--- src/rtl/feed_wdt_pkg.sv ---
`timescale 1ns/1ps
package feed_wdt_pkg;
  typedef enum logic [1:0] {
    REG_RELOAD = 2'd0,
    REG_CTRL   = 2'd1,
    REG_KICK   = 2'd2,
    REG_COUNT  = 2'd3
  } reg_addr_e;

  localparam int unsigned CTRL_EN_BIT   = 0;
  localparam int unsigned CTRL_RST_BIT  = 1;
  localparam int unsigned CTRL_FLAG_BIT = 2;

  localparam logic [7:0] KEY_ARM  = 8'hAA;
  localparam logic [7:0] KEY_FIRE = 8'h55;
endpackage

--- src/rtl/feed_wdt_regs.sv ---
`timescale 1ns/1ps
module feed_wdt_regs
  import feed_wdt_pkg::*;
#(
  parameter int unsigned DW     = 16,
  parameter logic [DW-1:0] TC_RST = '1
) (
  input  logic          clk_i,
  input  logic          rst_ni,
  input  logic          por_ni,
  input  logic          wr_en_i,
  input  logic [1:0]    wr_addr_i,
  input  logic [DW-1:0] wr_data_i,
  input  logic [1:0]    rd_addr_i,
  input  logic [DW-1:0] cnt_i,
  input  logic          expire_i,
  output logic [DW-1:0] tc_o,
  output logic          en_o,
  output logic          rst_en_o,
  output logic          flag_o,
  output logic [DW-1:0] rd_data_o
);
  logic          wr_tc, wr_ctrl;
  logic [DW-1:0] tc_q;
  logic          en_q, rst_en_q, flag_q;

  assign wr_tc   = wr_en_i && (wr_addr_i == REG_RELOAD);
  assign wr_ctrl = wr_en_i && (wr_addr_i == REG_CTRL);

  always_ff @(posedge clk_i or negedge rst_ni) begin
    if (!rst_ni) begin
      tc_q     <= TC_RST;
      en_q     <= 1'b0;
      rst_en_q <= 1'b0;
    end else begin
      if (wr_tc) tc_q <= wr_data_i;
      if (wr_ctrl) begin
        en_q     <= en_q | wr_data_i[CTRL_EN_BIT];  // set-only
        rst_en_q <= wr_data_i[CTRL_RST_BIT];
      end
    end
  end

  // cause flag lives in the power-on domain
  always_ff @(posedge clk_i or negedge por_ni) begin
    if (!por_ni)                                  flag_q <= 1'b0;
    else if (expire_i && rst_en_q)                flag_q <= 1'b1;
    else if (wr_ctrl && !wr_data_i[CTRL_FLAG_BIT]) flag_q <= 1'b0;
  end

  always_comb begin
    rd_data_o = '0;
    unique case (rd_addr_i)
      REG_RELOAD: rd_data_o = tc_q;
      REG_CTRL: begin
        rd_data_o[CTRL_EN_BIT]   = en_q;
        rd_data_o[CTRL_RST_BIT]  = rst_en_q;
        rd_data_o[CTRL_FLAG_BIT] = flag_q;
      end
      REG_KICK:  rd_data_o = '0;
      REG_COUNT: rd_data_o = cnt_i;
      default:   rd_data_o = '0;
    endcase
  end

  assign tc_o     = tc_q;
  assign en_o     = en_q;
  assign rst_en_o = rst_en_q;
  assign flag_o   = flag_q;


  en_sticky_chk: assert property (@(posedge clk_i) disable iff (!rst_ni)
    en_q |=> en_q);

  flag_no_sw_set_chk: assert property (@(posedge clk_i) disable iff (!rst_ni)
    (!flag_q && !expire_i) |=> !flag_q);
endmodule

--- src/rtl/feed_wdt_kick.sv ---
`timescale 1ns/1ps
module feed_wdt_kick
  import feed_wdt_pkg::*;
#(
  parameter int unsigned DW = 16
) (
  input  logic          clk_i,
  input  logic          rst_ni,
  input  logic          wr_en_i,
  input  logic [1:0]    wr_addr_i,
  input  logic [DW-1:0] wr_data_i,
  output logic          kick_o
);
  localparam logic [DW-1:0] ARM_W  = DW'(KEY_ARM);
  localparam logic [DW-1:0] FIRE_W = DW'(KEY_FIRE);

  logic kick_wr, armed_q;

  assign kick_wr = wr_en_i && (wr_addr_i == REG_KICK);
  assign kick_o  = armed_q && kick_wr && (wr_data_i == FIRE_W);

  // any write re-evaluates the armed state
  always_ff @(posedge clk_i or negedge rst_ni) begin
    if (!rst_ni)      armed_q <= 1'b0;
    else if (wr_en_i) armed_q <= kick_wr && (wr_data_i == ARM_W);
  end


  seq_consumed_chk: assert property (@(posedge clk_i) disable iff (!rst_ni)
    kick_o |=> !armed_q);

  idle_hold_chk: assert property (@(posedge clk_i) disable iff (!rst_ni)
    (!wr_en_i && !armed_q) |=> !armed_q);
endmodule

--- src/rtl/feed_wdt_counter.sv ---
`timescale 1ns/1ps
module feed_wdt_counter #(
  parameter int unsigned DW        = 16,
  parameter int unsigned PRESC_DIV = 4,
  parameter logic [DW-1:0] TC_RST  = '1
) (
  input  logic          clk_i,
  input  logic          rst_ni,
  input  logic          en_i,
  input  logic          rst_en_i,
  input  logic          kick_i,
  input  logic [DW-1:0] tc_i,
  output logic [DW-1:0] cnt_o,
  output logic          expire_o,
  output logic          rst_req_o
);
  localparam int unsigned PW = (PRESC_DIV > 1) ? $clog2(PRESC_DIV) : 1;
  localparam logic [PW-1:0] P_LAST = PW'(PRESC_DIV - 1);

  logic [PW-1:0] presc_q;
  logic [DW-1:0] cnt_q;
  logic          tick, rst_req_q;

  assign tick     = en_i && !kick_i && (presc_q == P_LAST);
  assign expire_o = tick && (cnt_q <= DW'(1));

  always_ff @(posedge clk_i or negedge rst_ni) begin
    if (!rst_ni)     presc_q <= '0;
    else if (kick_i) presc_q <= '0;
    else if (en_i)   presc_q <= (presc_q == P_LAST) ? '0 : presc_q + PW'(1);
  end

  always_ff @(posedge clk_i or negedge rst_ni) begin
    if (!rst_ni)              cnt_q <= TC_RST;
    else if (kick_i || expire_o) cnt_q <= tc_i;
    else if (tick)            cnt_q <= cnt_q - DW'(1);
  end

  always_ff @(posedge clk_i or negedge rst_ni) begin
    if (!rst_ni) rst_req_q <= 1'b0;
    else         rst_req_q <= expire_o && rst_en_i;
  end

  assign cnt_o     = cnt_q;
  assign rst_req_o = rst_req_q;


  kick_load_chk: assert property (@(posedge clk_i) disable iff (!rst_ni)
    kick_i |=> (cnt_q == $past(tc_i)));

  no_rise_chk: assert property (@(posedge clk_i) disable iff (!rst_ni)
    (!kick_i && !expire_o) |=> (cnt_q <= $past(cnt_q)));

  presc_range_chk: assert property (@(posedge clk_i) disable iff (!rst_ni)
    presc_q <= P_LAST);

  frozen_chk: assert property (@(posedge clk_i) disable iff (!rst_ni)
    (!en_i && !kick_i) |=> $stable(cnt_q));

  one_cycle_chk: assert property (@(posedge clk_i) disable iff (!rst_ni)
    rst_req_q |=> !rst_req_q);
endmodule

--- src/rtl/feed_wdt.sv ---
`timescale 1ns/1ps
module feed_wdt #(
  parameter int unsigned DW        = 16,
  parameter int unsigned PRESC_DIV = 4,
  parameter logic [DW-1:0] TC_RST  = '1
) (
  input  logic          clk_i,
  input  logic          rst_ni,
  input  logic          por_ni,
  input  logic          wr_en_i,
  input  logic [1:0]    wr_addr_i,
  input  logic [DW-1:0] wr_data_i,
  input  logic [1:0]    rd_addr_i,
  output logic [DW-1:0] rd_data_o,
  output logic          rst_req_o
);
  logic [DW-1:0] tc, cnt;
  logic          en, rst_en, flag, kick, expire;

  feed_wdt_regs #(.DW(DW), .TC_RST(TC_RST)) regs_i (
    .clk_i, .rst_ni, .por_ni, .wr_en_i, .wr_addr_i, .wr_data_i, .rd_addr_i,
    .cnt_i(cnt), .expire_i(expire), .tc_o(tc), .en_o(en),
    .rst_en_o(rst_en), .flag_o(flag), .rd_data_o
  );

  feed_wdt_kick #(.DW(DW)) kick_i (
    .clk_i, .rst_ni, .wr_en_i, .wr_addr_i, .wr_data_i, .kick_o(kick)
  );

  feed_wdt_counter #(.DW(DW), .PRESC_DIV(PRESC_DIV), .TC_RST(TC_RST)) cnt_i (
    .clk_i, .rst_ni, .en_i(en), .rst_en_i(rst_en), .kick_i(kick), .tc_i(tc),
    .cnt_o(cnt), .expire_o(expire), .rst_req_o
  );


  req_flag_chk: assert property (@(posedge clk_i) disable iff (!rst_ni)
    rst_req_o |-> flag);

  req_needs_opt_chk: assert property (@(posedge clk_i) disable iff (!rst_ni)
    rst_req_o |-> $past(rst_en));
endmodule

--- config.mk ---
export PLATFORM = sky130hd
export DESIGN_NAME = feed_wdt
export DESIGN_NICKNAME = d
export VERILOG_FILES = /design/src/rtl/feed_wdt_pkg.sv /design/src/rtl/feed_wdt_regs.sv /design/src/rtl/feed_wdt_kick.sv /design/src/rtl/feed_wdt_counter.sv /design/src/rtl/feed_wdt.sv
export SDC_FILE = /design/constraint.sdc
export NUM_CORES = 1
export LEC_CHECK = 0
export ABC_AREA = 1
export ABC_CLOCK_PERIOD_IN_PS = 3100
export BUFFER_PORTS_ARGS = -buffer_cell sky130_fd_sc_hd__buf_4
export CAP_MARGIN = 40
export CORE_ASPECT_RATIO = 0.8
export CORE_MARGIN = 2
export CORE_UTILIZATION = 30
export DETAILED_ROUTE_END_ITERATION = 8
export SETUP_SLACK_MARGIN = 0.4
export SYNTH_ARGS = -nofsm -noshare
export SYNTH_HDL_FRONTEND = slang
export SYNTH_SLANG_ARGS = --single-unit
--- constraint.sdc ---
create_clock -name clk_i -period 3.1 [get_ports clk_i]
set_input_delay 0.31 -clock clk_i [delete_from_list [all_inputs] [get_ports clk_i]]
set_output_delay 0.31 -clock clk_i [all_outputs]
set_load 0.005 [all_outputs]
=== Yosys cells after proc, flatten, opt, wreduce, memory -nomap -nowiden ===
Cells that the tools add are included.

* Latch bits: 0
* Register bits: 39
* Memories: 0
* Word-level logic and storage cells: 48
* Output and inout bits: 17
* RAM bits: 0
* Bits in read-only memories: 0
* Bits of input ports: 24

* $add $sub $neg: 2
* Equal/unequal tests: 8
* Magnitude comparators: 1
* $mul: 0
* Reductions and logical operators: 19
* Divide/modulo/power cells: 0
* Bitwise gates (word level): 1
* Shift operators: 0
* Multiplexer cells: 9

{| class="wikitable"
|+ Operators by type and width
! cell !! number
|-
| 16-bit two-way mux || 2
|-
| 13-bit one-hot mux with 2 select lines || 1
|-
| 16-bit by 7-bit == test with 1-bit output, second input constant || 1
|-
| 16-bit by 8-bit == test with 1-bit output, second input constant || 1
|-
| 16-bit by 1-bit <= comparator with 1-bit output, second input constant || 1
|-
| 16-bit by 1-bit subtractor with 16-bit output, second input constant || 1
|-
| 3-bit one-hot mux with 4 select lines || 1
|-
| 1-bit logical AND || 11
|-
| 2-bit == test, second input constant || 4
|-
| 2-bit two-way mux || 3
|-
| 2-bit nonzero test || 3
|-
| 2-bit by 1-bit == test with 1-bit output, second input constant || 2
|-
| 2-bit logical NOT || 2
|-
| 2-bit by 1-bit adder with 2-bit output, second input constant || 1
|-
| 1-bit logical NOT || 2
|-
| 1-bit two-way mux || 2
|-
| 1-bit logical OR || 1
|-
| 1-bit bitwise OR || 1
|}

=== Depth between registers and ports, before layout ===
* Word-level depth: 10
* Gate-level depth with buffers: 14
* Depth with buffers taken out: 13

=== Cells and area by module ===
From an unflattened synthesis, not the netlist that was laid out.

* Cells, all modules: 416
* Area total of the unflattened synthesis: 2798.9 um^2

{| class="wikitable"
|+ By module, submodules not included
! module !! times used !! cells each !! area each (um^2)
|-
| feed_wdt_counter || 1 || 237 || 1544.0
|-
| feed_wdt_regs || 1 || 145 || 1091.0
|-
| feed_wdt_kick || 1 || 34 || 163.9
|}

=== Worst setup path after synthesis ===
Ideal clock, no wire load.

* Path kind: reg2reg
* From: register cnt_i.cnt_q[0] (netlist: cnt_i.cnt_o[0])
* To: register cnt_i.cnt_q[11] (netlist: cnt_i.cnt_o[11])
* Path slack: 1.414 ns
* Stages on the path, launching flop included: 15
* Library setup time: 0.060 ns
* Data arrival time: 1.625 ns
* Cell sequence: dfstp_2 > inv_1 > ha_1 > inv_1 > nand2_1 > nand2_1 > nor2_1 > nand2_1 > nor2_4 > nand4_4 > nand2_4 > buf_12 > nand2_2 > nand3_2 > nand2_1

* Cells in the longest elaborated chain, start to end: 4
* Elaborated cells between the ends (all ways): 7
* Classes of those cells: 1 x add/sub; 1 x order compare; 2 x mux; 3 x reduce/logical

{| class="wikitable"
|+ Ends and longest elaborated chain
! item !! RTL line !! source
|-
| start, declared || feed_wdt_counter.sv:21 || <nowiki>logic [DW-1:0] cnt_q;</nowiki>
|-
| start signal, assigned || feed_wdt_counter.sv:35 || <nowiki>else if (kick_i || expire_o) cnt_q <= tc_i;</nowiki>
|-
| start signal, assigned || feed_wdt_counter.sv:36 || <nowiki>else if (tick) cnt_q <= cnt_q - DW'(1);</nowiki>
|-
| 16-bit by 1-bit <= comparator with 1-bit output || feed_wdt_counter.sv:25 || <nowiki>assign expire_o = tick && (cnt_q <= DW'(1));</nowiki>
|-
| 1-bit logical AND || feed_wdt_counter.sv:25 ||
|-
| 1-bit logical OR || feed_wdt_counter.sv:35 ||
|-
| 16-bit two-way mux or 2-bit nonzero test (tied branches) || - ||
|}

Parallel ways exist; a longest one is shown, timed or not. The select of a mux whose other input is x is not followed.
A chain may end at the register's enable or synchronous reset.

=== Worst setup path in the final report ===
* From: register cnt_i.cnt_q[0] (netlist: cnt_i.cnt_o[0])
* To: register cnt_i.cnt_q[7] (netlist: cnt_i.cnt_o[7])

Same word-level chain as after synthesis.

==> metrics.log <==
INFO  metric outcome = finished, violations left
INFO  metric clkTransAtPathRegs = 0.06 ns
INFO  metric critPathArrivalTime = 2.27 ns
INFO  metric fillers = 972
INFO  metric endpoint_kind = flip-flop
INFO  metric worst_ep_required_time = 3.31 ns
INFO  metric worst-setup-path-type = flip-flop to flip-flop
INFO  metric detail_route.wirelength = 6890 microns
INFO  metric cp-start-kind = flip-flop
INFO  metric setup-tns-final = 0 ns
INFO  metric number_of_clock_buffers_inserted_by_tritoncts = 5
INFO  metric detailroute.via_count = 2,541
INFO  metric syn_area = 2810 sq um
INFO  metric number_of_enable_type_register_cells_in_the_synthesized_netlist = 0
INFO  metric design.final.nets = 458
INFO  metric gr-usage-all-layers = 0.140
INFO  metric post_dp_hpwl = 5300 microns
INFO  metric drc = 0
INFO  metric port-buffer-count = 40
INFO  metric post_synth_main_area_contributors = sky130_fd_sc_hd__dfstp_2 (30%), sky130_fd_sc_hd__nand2_1 (15%), sky130_fd_sc_hd__nand3_2 (7.1%)
INFO  metric highest_net_fanout_along_the_worst_path = 19
INFO  metric clock_insertion_delay_worst_skew = 0.28 ns
INFO  metric die_width = 112 microns
INFO  metric final_routed_wire_length_divided_by_cell_count = 12.7 microns
INFO  metric relSlewSlack = 0.587
INFO  metric clock_sinks = 39
INFO  metric tightest_slew = 0.620 ns
INFO  metric violations = negative hold slack
INFO  metric grt_setup_unrepaired = false
INFO  metric dieHeight = 90.6 microns
INFO  metric layout_setup_ws = 1.04 ns
INFO  metric area_delta_synth_final = 19.3%
INFO  metric grt_max_degree = 39
INFO  metric grt-ovfl-total = 0
INFO  metric sequential_standard_cell_area = 1020 sq um
INFO  metric postSynthCellCount = 391
INFO  metric finalWeightedCongestion = 0.836
INFO  metric core_area = 9080 sq um
INFO  metric top_level_ports = 41
INFO  metric htreeDepth = 2
INFO  metric synth_fp_nets = 422
INFO  metric post-route-period-util = 0.664
INFO  metric postCtsSetupRepairBufs = 0
INFO  metric antenna-diode-count = 0
INFO  metric synth_top_cell_area_share = 0.299
INFO  metric p_per_area = 525 nW/um^2
INFO  metric share_of_final_layout_standard_cells_stronger_than_drive_strength_1 = 0.292
INFO  metric fin_worst_skew = 0.00503 ns
INFO  metric route.detailed.vias_per_inst = 4.68
INFO  metric cts_tree = done
INFO  metric final_hold_viol_count = 4
INFO  metric multiInputGateArea = 1530 sq um
INFO  metric grt_pass1_wl = 11,800 microns
INFO  metric post_synth_most_frequent_cells = sky130_fd_sc_hd__nand2_1 (111), sky130_fd_sc_hd__inv_1 (48), sky130_fd_sc_hd__nor2_1 (41), sky130_fd_sc_hd__dfstp_2 (32), sky130_fd_sc_hd__nand3_1 (30)
INFO  metric yosysWarnings = 0
INFO  metric cell_with_the_most_instances_after_synthesis = sky130_fd_sc_hd__nand2_1
INFO  metric holdWs = -0.00757 ns
INFO  metric vdd.ir_drop.worst = 0.218 mV
INFO  metric drt-initial-drc-count = 170
INFO  metric total_leakage_power = 0.00163 uW
INFO  metric drt-pass1-iter-count = 4
INFO  metric avgSynthCellArea = 7.19 sq um
INFO  metric ys_seq_area_frac = 0.361
INFO  metric final_number_of_max_transition_violations = 0
INFO  metric synth_top_flop_cell = sky130_fd_sc_hd__dfstp_2
INFO  metric vias_in_the_first_global_route = 2,392
INFO  metric hold_class = input port to asynchronous set/reset pin
INFO  metric layout_min_cycle_time = 2.06 ns
INFO  metric postSynthRegisterBits = 39
INFO  metric max_cap_violations = 0
INFO  metric yosys.cell_types.count = 31
INFO  metric antenna_violating_nets_post_route = 0
INFO  metric effective_utilization_at_floorplan = 0.310
INFO  metric final_util = 0.369
INFO  metric number_of_antenna_violations_at_the_first_check_in_global_routing = 0
INFO  metric synthArstFlopShare = 1.00
INFO  metric place_worst_setup_slack = 1.06 ns
INFO  metric std_cell_rows = 31
INFO  metric yosysTopAreaCell = sky130_fd_sc_hd__dfstp_2
INFO  metric root_buffer = sky130_fd_sc_hd__clkbuf_16
INFO  metric setup_viol_count_final = 0
INFO  metric die_area = 10,200 sq um
INFO  metric clock_path_buffers = 2
INFO  metric achievable-frequency = 486 MHz
==> registers in the layout, summed over array words and instances (netlist names) <==
signal	cells
regs_i.flag_o	1
regs_i.tc_o	16
cnt_i.presc_q	2
kick_i.armed_q	1
regs_i.en_o	1
cnt_i.cnt_o	16
regs_i.rst_en_o	1
cnt_i.rst_req_o	1
==> routing by layer <==
layer	global-route usage	wire, microns
met5	0	0
met4	0.0366	57
met3	0.0181	227
met2	0.216	3060
met1	0.206	3540
==> timing repair <==
item | CTS | global route
resized for setup | 0 | 0
endpoints found under the hold margin | 1 | 0
hold buffers | 1 | 0
==> path summary, 6_finish.rpt <==
check	start	endpoint	slack [ns]	cells past startpoint
worst min-delay path	rst_ni	kick_i.armed_q	-0.008	1
worst max-delay path	cnt_i.cnt_o[0]	cnt_i.cnt_o[7]	1.04	12
worst max register to register	cnt_i.cnt_o[0]	cnt_i.cnt_o[7]	1.04	12
max in group asynchronous	por_ni	regs_i.flag_o	2.67	2
worst min register to register	cnt_i.cnt_o[7]	cnt_i.cnt_o[7]	0.49	2
min in group clk_i	wr_data_i[15]	regs_i.tc_o[15]	0.28	3
==> report_power, final <==
group / leakage [uW] / internal (uW) / switching, uW
combinational: 0.00113 / 196 / 251
clock: 0.0000739 / 319 / 199
sequential: 0.000424 / 672 / 126
==> logic make-up after synthesis <==
family	count (synthesis)	synth area share
AO/OA/AOI/OAI	42	0.0805
XOR/XNOR	6	0.0187
adder cells (fa/ha/maj)	7	0.0312
buffers and inverters	63	0.0961
flip-flops	39	0.361
AND/OR/NAND/NOR	234	0.412
==> worst max-delay path, stage by stage, from the launching register on <==
cell	delay, ns
sky130_fd_sc_hd__dfstp_2	0.58
sky130_fd_sc_hd__ha_1	0.18
sky130_fd_sc_hd__inv_1	0.04
sky130_fd_sc_hd__nand2_1	0.05
sky130_fd_sc_hd__nand2_1	0.04
sky130_fd_sc_hd__nor2_1	0.08
sky130_fd_sc_hd__nand2_1	0.09
sky130_fd_sc_hd__nor2_4	0.11
sky130_fd_sc_hd__nand4_4	0.29
sky130_fd_sc_hd__nand2_4	0.31
sky130_fd_sc_hd__nand2_1	0.08
sky130_fd_sc_hd__nand3_1	0.07
sky130_fd_sc_hd__nand2_1	0.05
==> cell type report <==
cell class | instances | area share
repair buffers | 44 | 0.101
clock inverters | 1 | 0.00149
flip-flops and latches | 39 | 0.303
well taps | 115 | 0.0429
inverters | 48 | 0.0537
multi-input cells | 289 | 0.455
clock buffers | 7 | 0.0425
==> cell usage in the layout (no fill, tap or decap), types with 4 or more instances in the layout <==
master / synthesis / final
sky130_fd_sc_hd__buf_4: 1 / 42
sky130_fd_sc_hd__inv_1: 48 / 48
sky130_fd_sc_hd__nand3_2: 20 / 20
sky130_fd_sc_hd__dfrtp_1: 7 / 7
sky130_fd_sc_hd__nand2_1: 111 / 111
sky130_fd_sc_hd__dfstp_2: 32 / 32
sky130_fd_sc_hd__o21ai_0: 9 / 9
sky130_fd_sc_hd__nor2_2: 4 / 4
sky130_fd_sc_hd__nor2_1: 41 / 41
sky130_fd_sc_hd__nand2_2: 13 / 13
sky130_fd_sc_hd__clkbuf_16: 0 / 5
sky130_fd_sc_hd__nand3_1: 30 / 30
sky130_fd_sc_hd__nand4_1: 4 / 4
sky130_fd_sc_hd__a21oi_1: 27 / 27
sky130_fd_sc_hd__ha_1: 7 / 7
==> through the flow <==
| step | total power [uW] | area (sq um) | instances | hold WS [ns] |
|---|---|---|---|---|
| final | 1760 | 3350 | 543 | -0.00757 |
| after global routing | 1870 | 3350 | 543 | 0.0281 |
| after CTS | 1770 | 3350 | 543 | 0.0120 |
| after detailed placement | 1250 | 3200 | 534 | 0.0894 |
| after global placement | 1240 | 3180 | 533 | 0.0896 |
| after floorplan | 1080 | 2810 | 391 | 0.0144 |
(Power assumes the default switching activity.)
